### config.mk
export PLATFORM = sky130hd
export DESIGN_NAME = spnl_seq
export DESIGN_NICKNAME = d
export VERILOG_FILES = /design/src/rtl/spnl_pkg.sv /design/src/rtl/spnl_fifo.sv /design/src/rtl/spnl_timer.sv /design/src/rtl/spnl_rise.sv /design/src/rtl/spnl_seq.sv
export SDC_FILE = /design/constraint.sdc
export NUM_CORES = 1
export LEC_CHECK = 0
export ABC_AREA = 1
export BUFFER_PORTS_ARGS = -buffer_cell sky130_fd_sc_hd__buf_2
export CAP_MARGIN = 10
export CELL_PAD_IN_SITES_DETAIL_PLACEMENT = 1
export CELL_PAD_IN_SITES_GLOBAL_PLACEMENT = 1
export CORE_UTILIZATION = 30
export CTS_CLUSTER_SIZE = 10
export DETAILED_ROUTE_END_ITERATION = 7
export PLACE_DENSITY = 0.64
export SLEW_MARGIN = 20
export SYNTH_ARGS = -nofsm -noshare
export SYNTH_HDL_FRONTEND = slang
export SYNTH_SLANG_ARGS = --single-unit
### constraint.sdc
create_clock -name clk -period 2.9 [get_ports clk]
set_input_delay 0.145 -clock clk [delete_from_list [all_inputs] [get_ports clk]]
set_output_delay 0.145 -clock clk [all_outputs]
set_load 0.05 [all_outputs]
### src/rtl/spnl_pkg.sv
package spnl_pkg;
  typedef enum logic [3:0] {
    ST_IDLE, ST_FETCH, ST_PIX, ST_SETUP, ST_STROBE, ST_HOLD,
    ST_OHOLD, ST_GAP, ST_WAIT_VS, ST_WAIT_CONT
  } seq_st_t;

  localparam logic [2:0] OP_READ  = 3'd0;
  localparam logic [2:0] OP_WRITE = 3'd1;
  localparam logic [2:0] OP_FRAME = 3'd2;
  localparam logic [2:0] OP_VSYNC = 3'd3;
  localparam logic [2:0] OP_IRQ   = 3'd5;
endpackage

### src/rtl/spnl_fifo.sv
module spnl_fifo #(
  parameter int W     = 12,
  parameter int DEPTH = 8,
  localparam int AW   = $clog2(DEPTH)
) (
  input  logic         clk,
  input  logic         rst,
  input  logic         push,
  input  logic [W-1:0] din,
  input  logic         pop,
  output logic [W-1:0] dout,
  output logic         empty,
  output logic         full
);
  logic [W-1:0]  mem [DEPTH];
  logic [AW-1:0] wr_ptr, rd_ptr;
  logic [AW:0]   count;
  logic          do_wr, do_rd;

  assign do_wr = push && !full;
  assign do_rd = pop && !empty;
  assign empty = (count == '0);
  assign full  = (count == (AW+1)'(DEPTH));

  always_ff @(posedge clk) begin
    if (do_wr) mem[wr_ptr] <= din;
    if (do_rd) dout <= mem[rd_ptr];
  end

  always_ff @(posedge clk) begin
    if (rst) begin
      wr_ptr <= '0;
      rd_ptr <= '0;
      count  <= '0;
    end else begin
      if (do_wr) wr_ptr <= wr_ptr + 1'b1;
      if (do_rd) rd_ptr <= rd_ptr + 1'b1;
      case ({do_wr, do_rd})
        2'b10:   count <= count + 1'b1;
        2'b01:   count <= count - 1'b1;
        default: count <= count;
      endcase
    end
  end
endmodule

### src/rtl/spnl_timer.sv
module spnl_timer #(
  parameter int TW = 4
) (
  input  logic          clk,
  input  logic          rst,
  input  logic          load,
  input  logic [TW-1:0] len,
  output logic          expire
);
  logic [TW-1:0] cnt;

  assign expire = (cnt == TW'(1));

  always_ff @(posedge clk) begin
    if (rst)
      cnt <= TW'(1);
    else if (load)
      cnt <= (len == '0) ? TW'(1) : len;
    else if (cnt > TW'(1))
      cnt <= cnt - 1'b1;
  end
endmodule

### src/rtl/spnl_rise.sv
module spnl_rise (
  input  logic clk,
  input  logic rst,
  input  logic din,
  output logic rise
);
  logic q;

  always_ff @(posedge clk) begin
    if (rst) q <= 1'b0;
    else     q <= din;
  end

  assign rise = din && !q;
endmodule

### src/rtl/spnl_seq.sv
module spnl_seq
  import spnl_pkg::*;
#(
  parameter int DW         = 8,
  parameter int TW         = 4,
  parameter int FIFO_DEPTH = 8,
  localparam int CMD_W     = DW + 4,
  localparam int RES_W     = DW + 3
) (
  input  logic             clk,
  input  logic             rst,
  input  logic             cmd_push,
  input  logic [CMD_W-1:0] cmd_word,
  output logic             cmd_full,
  input  logic             pix_valid,
  input  logic [DW-1:0]    pix_data,
  input  logic             pix_last,
  output logic             pix_ready,
  input  logic             vsync,
  input  logic [TW-1:0]    cfg_setup_rd,
  input  logic [TW-1:0]    cfg_setup_wr,
  input  logic [TW-1:0]    cfg_pulse_rd,
  input  logic [TW-1:0]    cfg_pulse_wr,
  input  logic [TW-1:0]    cfg_inhibit,
  input  logic [TW-1:0]    cfg_out_hold,
  input  logic             cont_set,
  input  logic             irq_clr_rd,
  input  logic             irq_clr_cmd,
  output logic             lcd_cs_n,
  output logic             lcd_a0,
  output logic             lcd_wr_n,
  output logic             lcd_rd_n,
  output logic [DW-1:0]    lcd_d_out,
  output logic             lcd_d_oe,
  input  logic [DW-1:0]    lcd_d_in,
  output logic [RES_W-1:0] rd_result,
  output logic             irq_rd,
  output logic             irq_cmd,
  output logic             seq_idle
);
  localparam int A0_BIT = DW;
  localparam int OP_LSB = DW + 1;

  seq_st_t st, st_n;

  logic [CMD_W-1:0] fifo_dout;
  logic             fifo_empty, fifo_pop;
  logic             tmr_load, tmr_expire;
  logic [TW-1:0]    tmr_len;
  logic             vs_rise;

  logic [TW-1:0] dur_setup, dur_pulse;
  logic [2:0]    cur_op;

  logic          rd_q, a0_q, last_q, stream_q;
  logic [DW-1:0] dat_q;
  logic          rd_nx, a0_nx, last_nx, stream_nx;
  logic [DW-1:0] dat_nx;

  logic          capture, set_irq_rd, set_irq_cmd;
  logic [DW-1:0] res_data;
  logic          res_a0, res_ok, res_cont;
  logic          acc_nx;

  // Command queue
  spnl_fifo #(.W(CMD_W), .DEPTH(FIFO_DEPTH)) cmd_q_i (
    .clk   (clk),
    .rst   (rst),
    .push  (cmd_push),
    .din   (cmd_word),
    .pop   (fifo_pop),
    .dout  (fifo_dout),
    .empty (fifo_empty),
    .full  (cmd_full)
  );

  // Shared phase timer
  spnl_timer #(.TW(TW)) phase_tmr_i (
    .clk    (clk),
    .rst    (rst),
    .load   (tmr_load),
    .len    (tmr_len),
    .expire (tmr_expire)
  );

  spnl_rise vs_edge_i (
    .clk  (clk),
    .rst  (rst),
    .din  (vsync),
    .rise (vs_rise)
  );

  // Read and write share one setting each; the larger wins
  assign dur_setup = (cfg_setup_rd > cfg_setup_wr) ? cfg_setup_rd : cfg_setup_wr;
  assign dur_pulse = (cfg_pulse_rd > cfg_pulse_wr) ? cfg_pulse_rd : cfg_pulse_wr;
  assign cur_op    = fifo_dout[OP_LSB +: 3];

  always_comb begin
    st_n        = st;
    tmr_load    = 1'b0;
    tmr_len     = '0;
    fifo_pop    = 1'b0;
    rd_nx       = rd_q;
    a0_nx       = a0_q;
    dat_nx      = dat_q;
    last_nx     = last_q;
    stream_nx   = stream_q;
    capture     = 1'b0;
    set_irq_rd  = 1'b0;
    set_irq_cmd = 1'b0;
    unique case (st)
      ST_IDLE: begin
        if (!fifo_empty) begin
          fifo_pop = 1'b1;
          st_n     = ST_FETCH;
        end
      end
      ST_FETCH: begin
        case (cur_op)
          OP_READ: begin
            rd_nx    = 1'b1;
            a0_nx    = fifo_dout[A0_BIT];
            dat_nx   = '0;
            st_n     = ST_SETUP;
            tmr_load = 1'b1;
            tmr_len  = dur_setup;
          end
          OP_WRITE: begin
            rd_nx    = 1'b0;
            a0_nx    = fifo_dout[A0_BIT];
            dat_nx   = fifo_dout[DW-1:0];
            st_n     = ST_SETUP;
            tmr_load = 1'b1;
            tmr_len  = dur_setup;
          end
          OP_FRAME: begin
            stream_nx = 1'b1;
            st_n      = ST_PIX;
          end
          OP_VSYNC: st_n = ST_WAIT_VS;
          OP_IRQ: begin
            set_irq_cmd = 1'b1;
            st_n        = ST_IDLE;
          end
          default: st_n = ST_IDLE;
        endcase
      end
      ST_PIX: begin
        if (pix_valid) begin
          rd_nx    = 1'b0;
          a0_nx    = 1'b1;
          dat_nx   = pix_data;
          last_nx  = pix_last;
          st_n     = ST_SETUP;
          tmr_load = 1'b1;
          tmr_len  = dur_setup;
        end
      end
      ST_SETUP: begin
        if (tmr_expire) begin
          st_n     = ST_STROBE;
          tmr_load = 1'b1;
          tmr_len  = dur_pulse;
        end
      end
      ST_STROBE: begin
        if (tmr_expire) begin
          capture  = rd_q;
          st_n     = ST_HOLD;
          tmr_load = 1'b1;
          tmr_len  = dur_setup;
        end
      end
      ST_HOLD: begin
        if (tmr_expire) begin
          tmr_load = 1'b1;
          if (rd_q) begin
            st_n    = ST_OHOLD;
            tmr_len = cfg_out_hold;
          end else begin
            st_n    = ST_GAP;
            tmr_len = cfg_inhibit;
          end
        end
      end
      ST_OHOLD: begin
        if (tmr_expire) begin
          set_irq_rd = 1'b1;
          st_n       = a0_q ? ST_IDLE : ST_WAIT_CONT;
        end
      end
      ST_GAP: begin
        if (tmr_expire) begin
          if (stream_q && !last_q) begin
            st_n = ST_PIX;
          end else begin
            stream_nx = 1'b0;
            st_n      = ST_IDLE;
          end
        end
      end
      ST_WAIT_VS: begin
        if (vs_rise) st_n = ST_IDLE;
      end
      ST_WAIT_CONT: begin
        if (res_cont) st_n = ST_IDLE;
      end
      default: st_n = ST_IDLE;
    endcase
  end

  assign acc_nx = (st_n == ST_SETUP) || (st_n == ST_STROBE) || (st_n == ST_HOLD);

  always_ff @(posedge clk) begin
    if (rst) begin
      st        <= ST_IDLE;
      rd_q      <= 1'b0;
      a0_q      <= 1'b0;
      dat_q     <= '0;
      last_q    <= 1'b0;
      stream_q  <= 1'b0;
      lcd_cs_n  <= 1'b1;
      lcd_wr_n  <= 1'b1;
      lcd_rd_n  <= 1'b1;
      lcd_d_oe  <= 1'b0;
      pix_ready <= 1'b0;
    end else begin
      st        <= st_n;
      rd_q      <= rd_nx;
      a0_q      <= a0_nx;
      dat_q     <= dat_nx;
      last_q    <= last_nx;
      stream_q  <= stream_nx;
      lcd_cs_n  <= !acc_nx;
      lcd_wr_n  <= !((st_n == ST_STROBE) && !rd_nx);
      lcd_rd_n  <= !((st_n == ST_STROBE) && rd_nx);
      lcd_d_oe  <= acc_nx && !rd_nx;
      pix_ready <= (st_n == ST_PIX);
    end
  end

  assign lcd_a0    = a0_q;
  assign lcd_d_out = dat_q;

  // Read result and interrupt flags
  always_ff @(posedge clk) begin
    if (rst) begin
      res_data <= '0;
      res_a0   <= 1'b0;
      res_ok   <= 1'b0;
      res_cont <= 1'b0;
      irq_rd   <= 1'b0;
      irq_cmd  <= 1'b0;
    end else begin
      if (cont_set) begin
        res_cont <= 1'b1;
        res_ok   <= 1'b0;
      end
      if (capture) begin
        res_data <= lcd_d_in;
        res_a0   <= a0_q;
        res_ok   <= 1'b1;
        res_cont <= 1'b0;
      end
      if (set_irq_rd)      irq_rd <= 1'b1;
      else if (irq_clr_rd) irq_rd <= 1'b0;
      if (set_irq_cmd)      irq_cmd <= 1'b1;
      else if (irq_clr_cmd) irq_cmd <= 1'b0;
    end
  end

  assign rd_result = {res_cont, res_ok, res_a0, res_data};
  assign seq_idle  = (st == ST_IDLE) && fifo_empty;
endmodule

==> qor.csv, run 1 <==
metric,value,unit
run_status,"complete, no violations",
summed_area_of_non_filler_cells_in_the_final_layout,0.00867,mm^2
clk_pin_slew,0.07,ns
critPathLaunchType,register,
mostFrequentLayoutCells,"sky130_fd_sc_hd__nor2_1, sky130_fd_sc_hd__edfxtp_1, sky130_fd_sc_hd__buf_2",
crit_fanout,6,
finalSetupTns,0,ns
timing.critical_path.required,3.21,ns
gp_congestion,0.786,
post_drt_wl_per_cell,15.8,um
top_signal_layer_used,met4,
gr-total-overflow,0,
worst_hold_path_type,in2reg,
floorplan.rows,55,
final.period_utilization,84.0,%
worst_r2r_startpoint,st[0],
routed_met1_length,7990,um
io_buffers,89,
multiInputGateArea,0.00237,mm^2
die_area,0.0238,mm^2
cts_made_buffers,17,
grt_first_pass_wirelength,29100,um
ant_nets,0,
register_bit_count_reported_by_yosys,157,
worstRegToRegCells,15,
post_drt_via_cell_ratio,4.72,
worst_slew_margin_rel,51.4,%
powerDensity,895,mW/mm^2
drive_above_1_share,20.1,%
initial_core_utilization,30.6,%
cts.repair.resized,0,
worstSetupPathType,reg2reg,
endpoint_kind_of_the_worst_setup_timing_path,register,
maximum_number_of_pins_on_one_net_before_global_route_repair,50,
critical_path_arrival,2.75,ns
worstMarginPinSlew,0.724,ns
met2_length,9170,um
skew,0.00830,ns
report.final.hold_viol_count,0,
first_pass_iters,4,
timing.final.max_slew_violations,0,
report.power.total,7.76,mW
htree_levels,4,
worst_hold_path.num_cells,3,
number_of_warnings_issued_by_yosys,0,
power.leakage,3.50,nW
cts_tree,yes,
remaining_drc_errors,0,
worstSkewPairLatency,0.43,ns
insertedDiodeCount,0,
floorplan.core_area,0.0227,mm^2
dpl_cell_area,0.00777,mm^2
grt_util_all_layers,15.9,%
die_x,154,um
synth_nets,791,
design.final.nets,918,
yosys.cell_types.count,40,
post-route-min-period,2.43,ns
clock_tree.buffer_depth,2,
r2r_slack,0.47,ns
wirelength,18000,um
syn_std_cell_area,0.00695,mm^2
setup-violations-final,0,
register_area_share_after_synthesis,60.7,%
setup_slack,0.465,ns
vias,5379,
via_count_of_the_first_global_routing_pass,5620,
area_growth_syn_to_layout,24.7,%
clock-root-buffer,sky130_fd_sc_hd__clkbuf_16,
vdd_ir_drop_max,0.461,mV
layout.cells.most_common,sky130_fd_sc_hd__nor2_1,
finalHoldWorstSlack,0.0149,ns
rr_endpoint,cmd_q_i.count[3],
synthesis.instances,714,
floorplan.io_pins,90,
post-dp-hpwl,12200,um
syn_avg_cell_area,9.74,um^2
min_to,lcd_d_out[1],
die-height,154,um
cap_viol_max_count,0,
pre_cts_ws,0.453,ns
routed-wl-met3,594,um
fmax,0.411,GHz
hold_start,pix_data[1],
fillerInstances,2624,
regArea,0.00422,mm^2
rsz0062_at_grt,false,
drt_first_iter_violations,281,
grt_antenna_before_repair,0,
tritoncts_num_sinks,157,
-- layout make-up --
type	instances	share of cell area (%)
repair buffers	134	9.84
well taps	285	4.11
multi-input cells	466	27.3
clock buffers	17	4.91
flip-flops and latches	157	48.7
inverters	65	2.84
clock inverters	15	2.24
-- power by group --
part | total (mW) | internal, mW | switching [mW]
combinational | 2.56 | 0.768 | 1.80
sequential | 2.91 | 2.76 | 0.148
clock | 2.29 | 1.25 | 1.05
total | 7.76 | 4.77 | 2.99
-- timing repair --
action,in CTS,in global routing
hold buffers,28,0
buffers inserted,0,0
hold endpoints to repair,89,0
-- flip-flops by register name, indices dropped and copies added (netlist names), 3 cells and up --
register and cells:
st 4, cmd_q_i.dout 12, res_data 8, cmd_q_i.rd_ptr 3
lcd_d_out 8, phase_tmr_i.cnt 4, cmd_q_i.wr_ptr 3, cmd_q_i.mem 96
cmd_q_i.count 4
-- cells by family (layout without fill, tap and decap cells) --
group	Yosys count	after routing	share of synthesized area, %
flops	157	157	60.7
simple gates	290	290	18.4
buf+inv	91	231	5.16
xor+xnor	3	3	0.378
compound gates	157	157	12.3
fa+ha+maj	16	16	2.99
-- worst max-delay path by stage --
stage | from | to | slack, ns
finish | st[0] | cmd_q_i.count[3] | 0.47
global route | st[0] | cmd_q_i.count[3] | 0.22
floorplan | st[0] | cmd_q_i.count[3] | 0.51
CTS | st[0] | cmd_q_i.count[3] | 0.45
global placement | st[0] | cmd_q_i.count[3] | 0.54
detailed placement | st[0] | cmd_q_i.count[3] | 0.45
-- worst max-delay path: stages (launching register included) --
cell,delay (ns)
sky130_fd_sc_hd__dfxtp_1,0.44
sky130_fd_sc_hd__inv_2,0.07
sky130_fd_sc_hd__nand2_1,0.13
sky130_fd_sc_hd__nor2_1,0.07
sky130_fd_sc_hd__nand2_1,0.15
sky130_fd_sc_hd__inv_1,0.08
sky130_fd_sc_hd__ha_1,0.24
sky130_fd_sc_hd__ha_1,0.35
sky130_fd_sc_hd__nand2_1,0.09
sky130_fd_sc_hd__nor2_1,0.04
sky130_fd_sc_hd__a211oi_1,0.23
sky130_fd_sc_hd__nor2_1,0.07
sky130_fd_sc_hd__nor2_1,0.09
sky130_fd_sc_hd__nand2_1,0.07
sky130_fd_sc_hd__o21ai_0,0.15
sky130_fd_sc_hd__a21oi_1,0.06
-- routing by layer --
metal	global-route usage, %	vias up
met1	18.4	2568
li1	-	2705
met5	0	-
met4	4.43	0
met3	3.39	16
met2	29.3	90
-- Yosys cell counts (all sizes together) --
master / n / area, um^2
or2: 1 / 6.26
xnor2: 2 / 17.5
nand3: 32 / 170
o211ai: 2 / 15.0
xor2: 1 / 8.76
o21ai: 89 / 445
dfxtp: 49 / 981
a21oi: 30 / 161
o21a: 1 / 7.51
buf: 5 / 33.8
nand2: 97 / 412
ha: 15 / 188
nand4: 4 / 25.0
o22ai: 12 / 75.1
nor2: 146 / 586
o21bai: 1 / 7.51
a31oi: 20 / 125
inv: 63 / 239
fa: 1 / 20.0
clkinv: 2 / 7.51
nor3: 7 / 56.3
nand3b: 2 / 18.8
clkbuf: 21 / 78.8
edfxtp: 108 / 3240
a211oi: 2 / 20.0
and2: 1 / 6.26
-- through the flow --
stage / util, % / instances
after floorplan: - / 714
after global placement: 34.2 / 1079
after detailed placement: 34.2 / 1079
after CTS: 38.2 / 1139
after global routing: 38.2 / 1139
final: 38.2 / 1139
(Power assumes the default switching activity.)
==> run 2, diff against run 1 <==
--- a/config.mk
+++ b/config.mk
@@ -13,7 +13,7 @@
 export CORE_UTILIZATION = 30
 export CTS_CLUSTER_SIZE = 10
 export DETAILED_ROUTE_END_ITERATION = 7
-export PLACE_DENSITY = 0.64
+export PLACE_DENSITY = 0.66
 export SLEW_MARGIN = 20
 export SYNTH_ARGS = -nofsm -noshare
 export SYNTH_HDL_FRONTEND = slang
==> constraint.sdc (replaced) <==
create_clock -name clk -period 2.2 [get_ports clk]
set_input_delay 0.11 -clock clk [delete_from_list [all_inputs] [get_ports clk]]
set_output_delay 0.11 -clock clk [all_outputs]
set_load 0.05 [all_outputs]
==> run 2 against run 1 <==
Final area grew 2.8%. Largest cell class unchanged. Largest power group unchanged. Final cell count grew 1.5%. Sequential power grew 32%. Global-route usage grew 0.23 points. Sequential cell count is the same. Register-to-register slack lost 0.34 ns. Sequential share of layout area shrank 1.2 points. Die area is the same. Via count grew 1.1%.
==> qor.csv, run 2 (synthesis gave the netlist of run 1 again) <==
metric,value,unit,change
startpoint,cmd_q_i.count[1],,
setup-violations-final,0,,unchanged
grt_first_pass_wirelength,29500,um,+1.4%
clock_tree.buffer_depth,2,,unchanged
die-height,154,um,unchanged
initial_core_utilization,30.6,%,unchanged
layout.cells.most_common,sky130_fd_sc_hd__nor2_1,,
endpoint_kind_of_the_worst_setup_timing_path,register,,
groute.layer.met1.usage,19.2,%,+0.74 points
gr-total-overflow,0,,unchanged
finalSetupTns,0,ns,unchanged
floorplan.core_area,0.0227,mm^2,unchanged
biggestRegsByFlops,"cmd_q_i.mem (96), cmd_q_i.dout (12)",,
grt_antenna_before_repair,0,,unchanged
timing.final.max_slew_violations,0,,unchanged
maximum_number_of_pins_on_one_net_before_global_route_repair,50,,unchanged
worstMarginPinSlew,0.430,ns,-0.295 ns
timing.critical_path.required,2.51,ns,-0.70 ns
floorplan.rows,55,,unchanged
dpl.cell_count,1087,,+0.74%
worstSkewPairLatency,0.43,ns,about the same
grt_util_all_layers,16.1,%,+0.23 points
clock-root-buffer,sky130_fd_sc_hd__clkbuf_16,,
skew,0.0221,ns,+0.0138 ns
die_area,0.0238,mm^2,unchanged
drive_above_1_share,23.1,%,+2.9 points
grt.busiest_layer,met2,,
design.final.nets,935,,+1.9%
cap_viol_max_count,0,,unchanged
powerDensity,1180,mW/mm^2,+32%
htree_levels,4,,unchanged
floorplan.io_pins,90,,unchanged
hold_start,cmd_word[10],,
fmax,0.483,GHz,+18%
via_count_of_the_first_global_routing_pass,5561,,-1.0%
crit_fanout,3,,-3
post-dp-hpwl,12400,um,+1.7%
area_growth_syn_to_layout,28.2,%,
vias,5438,,+1.1%
gr-usage-met3,2.77,%,-0.62 points
critPathLaunchType,register,,
worst_slew_margin_rel,71.3,%,+20 points
worstSetupPathType,reg2reg,,
post_drt_via_cell_ratio,4.70,,-0.39%
insertedDiodeCount,0,,unchanged
use_met2,29.5,%,+0.26 points
layoutNonFillerInstCount,1156,,+1.5%
clk_pin_slew,0.07,ns,about the same
drt_first_iter_violations,191,,-32%
first_pass_iters,4,,unchanged
vdd_ir_drop_max,0.578,mV,+25%
final.period_utilization,94.1,%,+10 points
wirelength,18400,um,+2.6%
io_buffers,89,,unchanged
cts_tree,yes,,
worst_hold_path_type,in2reg,,
finalHoldWorstSlack,0.0119,ns,-0.00298 ns
report.final.hold_viol_count,0,,unchanged
cts_made_buffers,17,,unchanged
gp_congestion,0.784,,-0.31%
run_status,"complete, no violations",,
mostFrequentLayoutCells,"sky130_fd_sc_hd__nor2_1, sky130_fd_sc_hd__edfxtp_1, sky130_fd_sc_hd__buf_2",,
power.leakage,3.58,nW,+2.2%
critical_path_arrival,2.38,ns,-0.37 ns
ant_nets,0,,unchanged
post_drt_wl_per_cell,15.9,um,+1.1%
post-route-min-period,2.07,ns,-0.365 ns
worst_r2r_startpoint,cmd_q_i.count[1],,
tritoncts_num_sinks,157,,unchanged
remaining_drc_errors,0,,unchanged
largest_register_ff_count,96,,unchanged
regMostFlops,cmd_q_i.mem,,
die_x,154,um,unchanged
## run 2: cell count changes in the layout (fill, tap and decap cells not counted), moves of 3 or more
| cell | previous run | this run |
|---|---|---|
| sky130_fd_sc_hd__buf_4 | 17 | 27 |
| sky130_fd_sc_hd__dlygate4sd3_1 | 28 | 33 |
| sky130_fd_sc_hd__dfxtp_1 | 49 | 45 |
| sky130_fd_sc_hd__dfxtp_2 | 0 | 3 |
| sky130_fd_sc_hd__ha_1 | 15 | 12 |
| sky130_fd_sc_hd__ha_4 | 0 | 3 |
| sky130_fd_sc_hd__nand2_1 | 88 | 85 |
| sky130_fd_sc_hd__nor2_1 | 139 | 136 |
## run 2: final cells by class
type / instances / area (um^2)
Clock buffer: 17 / 425
Clock inverter: 15 / 184
Fill cell: 2591 / 13800
Inverter: 65 / 253
Multi-Input combinational cell: 466 / 2440
Sequential cell: 157 / 4230
Tap cell: 285 / 357
Timing Repair Buffer: 151 / 1020
## run 2: worst paths after layout
kind         slack, ns                  to  depth (start not counted)
max               0.13    cmd_q_i.count[3]                         14
min reg2reg       0.46            stream_q                          2
min               0.01  cmd_q_i.mem[5][10]                          1
max reg2reg       0.13    cmd_q_i.count[3]                         14
## run 2: layer usage
metal  vias up  wire, um
met4         0       215
met2        77      9520
met3        13       414
met5         -         0
met1      2610      8280
li1       2738         -
## run 2: critical path, stage by stage, from the launching register on
cell and delay (ns):
sky130_fd_sc_hd__dfxtp_2 0.34, sky130_fd_sc_hd__nor2_4 0.11, sky130_fd_sc_hd__nand3_2 0.10, sky130_fd_sc_hd__nand2_2 0.11, sky130_fd_sc_hd__clkinvlp_4 0.11, sky130_fd_sc_hd__ha_4 0.19, sky130_fd_sc_hd__ha_4 0.23, sky130_fd_sc_hd__nand2_2 0.07
sky130_fd_sc_hd__nor2_2 0.04, sky130_fd_sc_hd__a211oi_2 0.22, sky130_fd_sc_hd__nor2_1 0.08, sky130_fd_sc_hd__nor2_1 0.10, sky130_fd_sc_hd__nand2_1 0.08, sky130_fd_sc_hd__o21ai_1 0.13, sky130_fd_sc_hd__a21oi_1 0.05
## run 2: report_power, final
group / switching, mW / internal [mW]
logic: 2.47 / 1.27
registers: 0.211 / 3.64
clock network: 1.41 / 1.55
total: 4.09 / 6.46
## run 2: through the flow
step / setup slack [ns] / utilization [%] / total power, mW / area (um^2)
finish: 0.130 / 39.2 / 10.6 / 8910
CTS: 0.108 / 38.9 / 10.5 / 8840
global route: -0.0386 / 39.2 / 11.2 / 8910
floorplan: 0.0209 / - / 6.37 / 7000
global placement: 0.139 / 34.8 / 7.39 / 7900
detailed placement: 0.106 / 34.8 / 7.47 / 7900
## run 2: timing repair
item,4_1_cts,5_1_grt
resized for setup,0,13
hold endpoints to repair,110,0
hold buffers,33,0
setup endpoints to repair,0,1
setup buffers,0,4
